### config.mk
export PLATFORM = sky130hd
export DESIGN_NAME = tap_sel_ctrl
export DESIGN_NICKNAME = d
export VERILOG_FILES = /design/src/rtl/tapctl_pkg.sv /design/src/rtl/tapctl_decode.sv /design/src/rtl/tapctl_stage.sv /design/src/rtl/tapctl_onehot.sv /design/src/rtl/tap_sel_ctrl.sv
export SDC_FILE = /design/constraint.sdc
export NUM_CORES = 1
export LEC_CHECK = 0
export ABC_CLOCK_PERIOD_IN_PS = 2800
export BUFFER_PORTS_ARGS = -buffer_cell sky130_fd_sc_hd__buf_2
export CORE_ASPECT_RATIO = 0.75
export CORE_MARGIN = 4
export CORE_UTILIZATION = 47
export DETAILED_ROUTE_END_ITERATION = 10
export PLACE_DENSITY = 0.84
export RECOVER_POWER = 50
export SETUP_SLACK_MARGIN = 0.3
export SLEW_MARGIN = 15
export SYNTH_ARGS = -nofsm -noshare
export SYNTH_HDL_FRONTEND = slang
export SYNTH_SLANG_ARGS = --single-unit
### constraint.sdc
create_clock -name clk -period 2.8 [get_ports clk]
set_input_delay 0.28 -clock clk [delete_from_list [all_inputs] [get_ports clk]]
set_output_delay 0.28 -clock clk [all_outputs]
set_load 0.02 [all_outputs]
### src/rtl/tapctl_pkg.sv
package tapctl_pkg;

    typedef enum logic [1:0] {
        TAPMODE_FIXED   = 2'd0,
        TAPMODE_VAR     = 2'd1,
        TAPMODE_VARLOAD = 2'd2,
        TAPMODE_VARPIPE = 2'd3
    } tap_mode_e;

    typedef enum logic [1:0] {
        ACT_HOLD = 2'd0,
        ACT_UP   = 2'd1,
        ACT_DOWN = 2'd2,
        ACT_LOAD = 2'd3
    } tap_act_e;

endpackage

### src/rtl/tapctl_decode.sv
module tapctl_decode
    import tapctl_pkg::*;
#(
    parameter tap_mode_e MODE = TAPMODE_VARPIPE
) (
    input  logic     step_en,
    input  logic     step_up,
    input  logic     load_strobe,
    output tap_act_e act
);

    // load wins over stepping; fixed mode never moves
    always_comb begin
        act = ACT_HOLD;
        unique case (MODE)
            TAPMODE_FIXED: act = ACT_HOLD;
            default: begin
                if (load_strobe)  act = ACT_LOAD;
                else if (step_en) act = step_up ? ACT_UP : ACT_DOWN;
                else              act = ACT_HOLD;
            end
        endcase
    end

endmodule

### src/rtl/tapctl_stage.sv
module tapctl_stage #(
    parameter int                  TAP_W   = 5,
    parameter logic [TAP_W-1:0]    RST_VAL = '0
) (
    input  logic             clk,
    input  logic             rst_n,
    input  logic             wr,
    input  logic [TAP_W-1:0] din,
    output logic [TAP_W-1:0] dout
);

    logic [TAP_W-1:0] stage_q;

    always_ff @(posedge clk or negedge rst_n) begin
        if (!rst_n)  stage_q <= RST_VAL;
        else if (wr) stage_q <= din;
    end

    assign dout = stage_q;

endmodule

### src/rtl/tapctl_onehot.sv
module tapctl_onehot #(
    parameter int TAP_W = 5,
    localparam int NTAPS = 1 << TAP_W
) (
    input  logic [TAP_W-1:0] idx,
    output logic [NTAPS-1:0] sel
);

    for (genvar g = 0; g < NTAPS; g++) begin : g_dec
        assign sel[g] = (idx == TAP_W'(g));
    end

endmodule

### src/rtl/tap_sel_ctrl.sv
module tap_sel_ctrl
    import tapctl_pkg::*;
#(
    parameter tap_mode_e MODE     = TAPMODE_VARPIPE,
    parameter int        TAP_W    = 5,
    parameter int        INIT_TAP = 0,
    localparam int       NTAPS    = 1 << TAP_W
) (
    input  logic             clk,
    input  logic             rst_n,
    input  logic             step_en,
    input  logic             step_up,
    input  logic             load_strobe,
    input  logic             stage_wr,
    input  logic [TAP_W-1:0] tap_in,
    output logic [TAP_W-1:0] tap_out,
    output logic [NTAPS-1:0] tap_onehot
);

    localparam logic [TAP_W-1:0] INIT_V = TAP_W'(INIT_TAP);

    tap_act_e         act;
    logic [TAP_W-1:0] tap_q;
    logic [TAP_W-1:0] tap_d;
    logic [TAP_W-1:0] stage_val;
    logic [TAP_W-1:0] load_val;

    tapctl_decode #(.MODE(MODE)) u_decode (
        .step_en     (step_en),
        .step_up     (step_up),
        .load_strobe (load_strobe),
        .act         (act)
    );

    // staging register exists only in the staged-load variant
    if (MODE == TAPMODE_VARPIPE) begin : g_stage
        tapctl_stage #(.TAP_W(TAP_W), .RST_VAL(INIT_V)) u_stage (
            .clk   (clk),
            .rst_n (rst_n),
            .wr    (stage_wr),
            .din   (tap_in),
            .dout  (stage_val)
        );
    end else begin : g_nostage
        assign stage_val = INIT_V;
    end

    // load source per mode
    if (MODE == TAPMODE_VARLOAD) begin : g_ld_direct
        assign load_val = tap_in;
    end else if (MODE == TAPMODE_VARPIPE) begin : g_ld_staged
        assign load_val = stage_val;
    end else begin : g_ld_init
        assign load_val = INIT_V;
    end

    // next-state process
    always_comb begin
        tap_d = tap_q;
        unique case (act)
            ACT_HOLD: tap_d = tap_q;
            ACT_UP:   tap_d = tap_q + 1'b1;
            ACT_DOWN: tap_d = tap_q - 1'b1;
            ACT_LOAD: tap_d = load_val;
        endcase
    end

    // state register
    always_ff @(posedge clk or negedge rst_n) begin
        if (!rst_n) tap_q <= INIT_V;
        else        tap_q <= tap_d;
    end

    // outputs
    assign tap_out = tap_q;

    tapctl_onehot #(.TAP_W(TAP_W)) u_onehot (
        .idx (tap_q),
        .sel (tap_onehot)
    );

endmodule

==> flow_metrics.py <==
metrics = {
    "pwr": {
        "ir_drop_v": 0.0003482,
        "p_int_mw": 0.3010,
        "p_comb_share_pct": 45.4,
        "power_mw": 0.5646,
        "pwr-share-clk_pct": 18.2,
        "switchingPower_mw": 0.2636,
        "power_density_mw_per_mm2": 525.9,
        "p_leak_nw": 0.5713,
        "netSwitchingFraction_pct": 46.69,
        "seqPwrFrac_pct": 36.3,
    },
    "placement": {
        "gp_congestion": 0.8376,
        "dpl.cell_count": 170,
        "dp_hpwl_um": 1981,
        "pre_cts_slack_ps": 1060,
        "portBuffers": 47,
    },
    "cts": {
        "htree_levels": 1,
        "cts_tree": "yes",
        "post-cts-setup-buffer-count": 0,
        "clockRootBuffer": "clkbuf_4",
        "cts_buffers": 3,
        "worstSkewPairLatency_ps": 270,
        "cts_resized": 0,
        "cts_sinks": 10,
        "cts.clk_slew.worst_paths_ps": 80,
        "cts_max_path_buffers": 2,
    },
    "routing": {
        "drt_wl_total_um": 2533,
        "wl_per_cell_um": 14.56,
        "drt_iter0_drc": 63,
        "drc": 0,
        "vias_per_cell": 5.414,
        "drt.antenna.violating_nets": 0,
        "first_pass_iters": 4,
        "routed-via-count": 942,
    },
    "timing": {
        "tns_ps": 0,
        "hold_violations": 0,
        "slew_violations": 0,
        "skew_ps": 12.34,
        "setup_ws_ps": 909.8,
        "fin_crit_ps": 1890,
        "slew_headroom_pct": 62.73,
        "fmax_ghz": 0.5291,
        "fin_crit_sh_pct": 67.51,
        "setup-violations-final": 0,
        "rsz0062_at_grt": "no",
        "max_slew.worst_pin.slew_ps": 559.0,
    },
    "logic_synthesis": {
        "synth-async-reset-ratio_pct": 100.0,
        "synthAdderAreaFrac_pct": 10.16,
        "synth_mux_area_share_pct": 9.434,
        "yosysWarnings": 0,
        "synth-simple-area-share_pct": 27.00,
        "ys_seq_elements": 10,
        "synth_cell_types": 31,
        "yosysSeqAreaShare_pct": 29.03,
        "syn_avg_cell_area_um2": 7.909,
        "synth_top_family_by_area": "simple AND/OR/NAND/NOR gates",
        "synth_compound_area_share_pct": 12.19,
        "synthesis.nets": 127,
        "synth-edff-count": 0,
        "synthXorXnorAreaFrac_pct": 2.032,
        "netlist_area_um2": 862.1,
        "syn_inst": 109,
        "ys.flop_type": "dfrtp_1",
    },
    "layout": {
        "drive_above_1_share_pct": 32.24,
        "fin_nets": 172,
        "antenna_cells": 0,
        "finalNonFillerCells": 174,
        "syn_to_final_growth_pct": 24.53,
    },
    "critical_path": {
        "reg2reg_slack_ps": 1050,
        "cp-endpoint": "tap_onehot[31]",
        "critPathArrivalTime_ps": 1610,
        "r2r-start": "tap_out[0]",
        "rr_worst_depth": 5,
        "reg2reg_to": "tap_out[4]",
        "crit_fanout": 9,
        "end_kind": "output pin",
        "crit_required_ps": 2520,
        "path_class": "reg -> out",
        "crit_path_start": "tap_out[0]",
        "start_kind": "register",
    },
    "grt": {
        "grt_max_degree": 15,
        "grt_overflow_total": 0,
        "grt_pass1_wl_um": 3995,
        "grt_pass1_vias": 845,
        "antenna_found_initial": 0,
        "groute.usage.overall_pct": 20.15,
    },
    "outcome": {
        "status": "completed",
    },
    "min_path": {
        "min_path_type": "in -> reg",
    },
    "die": {
        "rows": 13,
        "start_util_pct": 49.53,
        "core_area_mm2": 0.001740,
        "die_area_mm2": 0.002591,
        "die_h_um": 45.09,
        "pin_count": 48,
        "die_x_um": 57.46,
    },
    "run": {
        "drv_cap": 0,
    },
}
## metal layers
| layer | global-route usage (%) | share of wire [%] |
|---|---|---|
| met1 | 25.48 | 43 |
| met2 | 34.46 | 51 |
| met3 | 5.714 | 5.2 |
| met4 | 4.630 | 0.67 |
| met5 | 0 | 0 |
## repair_timing
action,4_1_cts,5_1_grt
endpoints found under the setup margin,0,0
endpoints found under the hold margin,10,0
hold buffers,1,0
## critical path, cell delays in order, from the launching register on
cell and delay [ps]:
dfrtp_1 490, ha_1 290, and3_1 220, ha_1 180, buf_2 150
## registers in the layout (all words and copies together), names as in the netlist
name,cells
tap_out,5
g_stage.u_stage.dout,5
## area by class of cell
| cell class | instances | area [um2] |
|---|---|---|
| flip-flops and latches | 10 | 250.2 |
| inverters | 5 | 18.77 |
| clock buffers | 3 | 22.52 |
| well taps | 22 | 27.53 |
| repair buffers | 48 | 234.0 |
| multi-input cells | 86 | 520.5 |
| fillers | 162 | 666.9 |
## power groups by stage
stage               clock (mW)  combinational [mW]  sequential, mW
CTS                      0.104               0.261           0.204
finish                   0.103               0.257           0.205
detailed placement           0               0.259           0.207
global placement             0               0.250           0.203
floorplan                    0               0.194           0.201
global route             0.112               0.280           0.210
## synthesized netlist by cell type, types with 2 or more instances
cell	n	share of area (%)
clkbuf_8	2	3.2
mux2_2	5	6.5
inv_1	5	2.2
a32o_1	2	2.3
buf_6	2	2.6
nand2_1	13	5.7
clkbuf_1	3	1.3
xnor2_1	2	2.0
nand4_1	2	1.5
dfrtp_1	10	29
o21ai_0	4	2.3
ha_1	7	10
nor2_1	34	15
## stage by stage
| step | instance area, um2 | hold slack (ps) | utilization, % |
|---|---|---|---|
| after floorplan | 862.1 | -15.59 | - |
| after global placement | 1056 | 145.4 | 60.68 |
| after detailed placement | 1056 | 156.1 | 60.68 |
| after CTS | 1089 | 236.4 | 62.54 |
| after global routing | 1074 | 233.0 | 61.68 |
| final | 1074 | 235.2 | 61.68 |
## cell families (layout without fill, tap and decap cells)
| kind of cell | after synthesis | count (layout) |
|---|---|---|
| muxes | 7 | 7 |
| and+or+nand+nor | 56 | 56 |
| AOI/OAI and AO/OA | 14 | 14 |
| xor gates and xnor gates | 2 | 2 |
| adders and majority gates | 7 | 7 |
| DFF | 10 | 10 |
| buffers and inverters | 13 | 56 |
## placed cells by master, fill, tap and decap left out
cell           count
nor3_1             1
and3_1             1
o311ai_0           1
nand2b_1           1
a21oi_1            1
dlygate4sd3_1      1
a31oi_1            1
buf_2             38
clkbuf_1           9
ha_1               7
a211o_1            1
nand2_1           13
mux2i_1            1
and2b_2            1
mux2_1             1
clkbuf_4           3
nand3_1            1
inv_1              5
a32oi_1            1
or2_2              1
a211o_2            1
a32o_1             2
o21ai_0            4
nand4_1            2
nor4_1             1
nor2_1            34
xnor2_1            2
mux2_2             5
o31a_1             1
a311oi_1           1
dfrtp_1           10
## worst min-delay path by stage
| stage | from | end | slack [ps] | cells past startpoint |
|---|---|---|---|---|
| after floorplan | rst_n | g_stage.u_stage.dout[0] | -20 | 0 |
| after CTS | tap_in[2] | g_stage.u_stage.dout[2] | 240 | 2 |
| after detailed placement | rst_n | g_stage.u_stage.dout[0] | 160 | 1 |
| after global placement | rst_n | tap_out[3] | 150 | 1 |
| after global routing | tap_in[2] | g_stage.u_stage.dout[2] | 230 | 2 |
| final | tap_in[0] | g_stage.u_stage.dout[0] | 240 | 2 |
(Power assumes the default switching activity.)
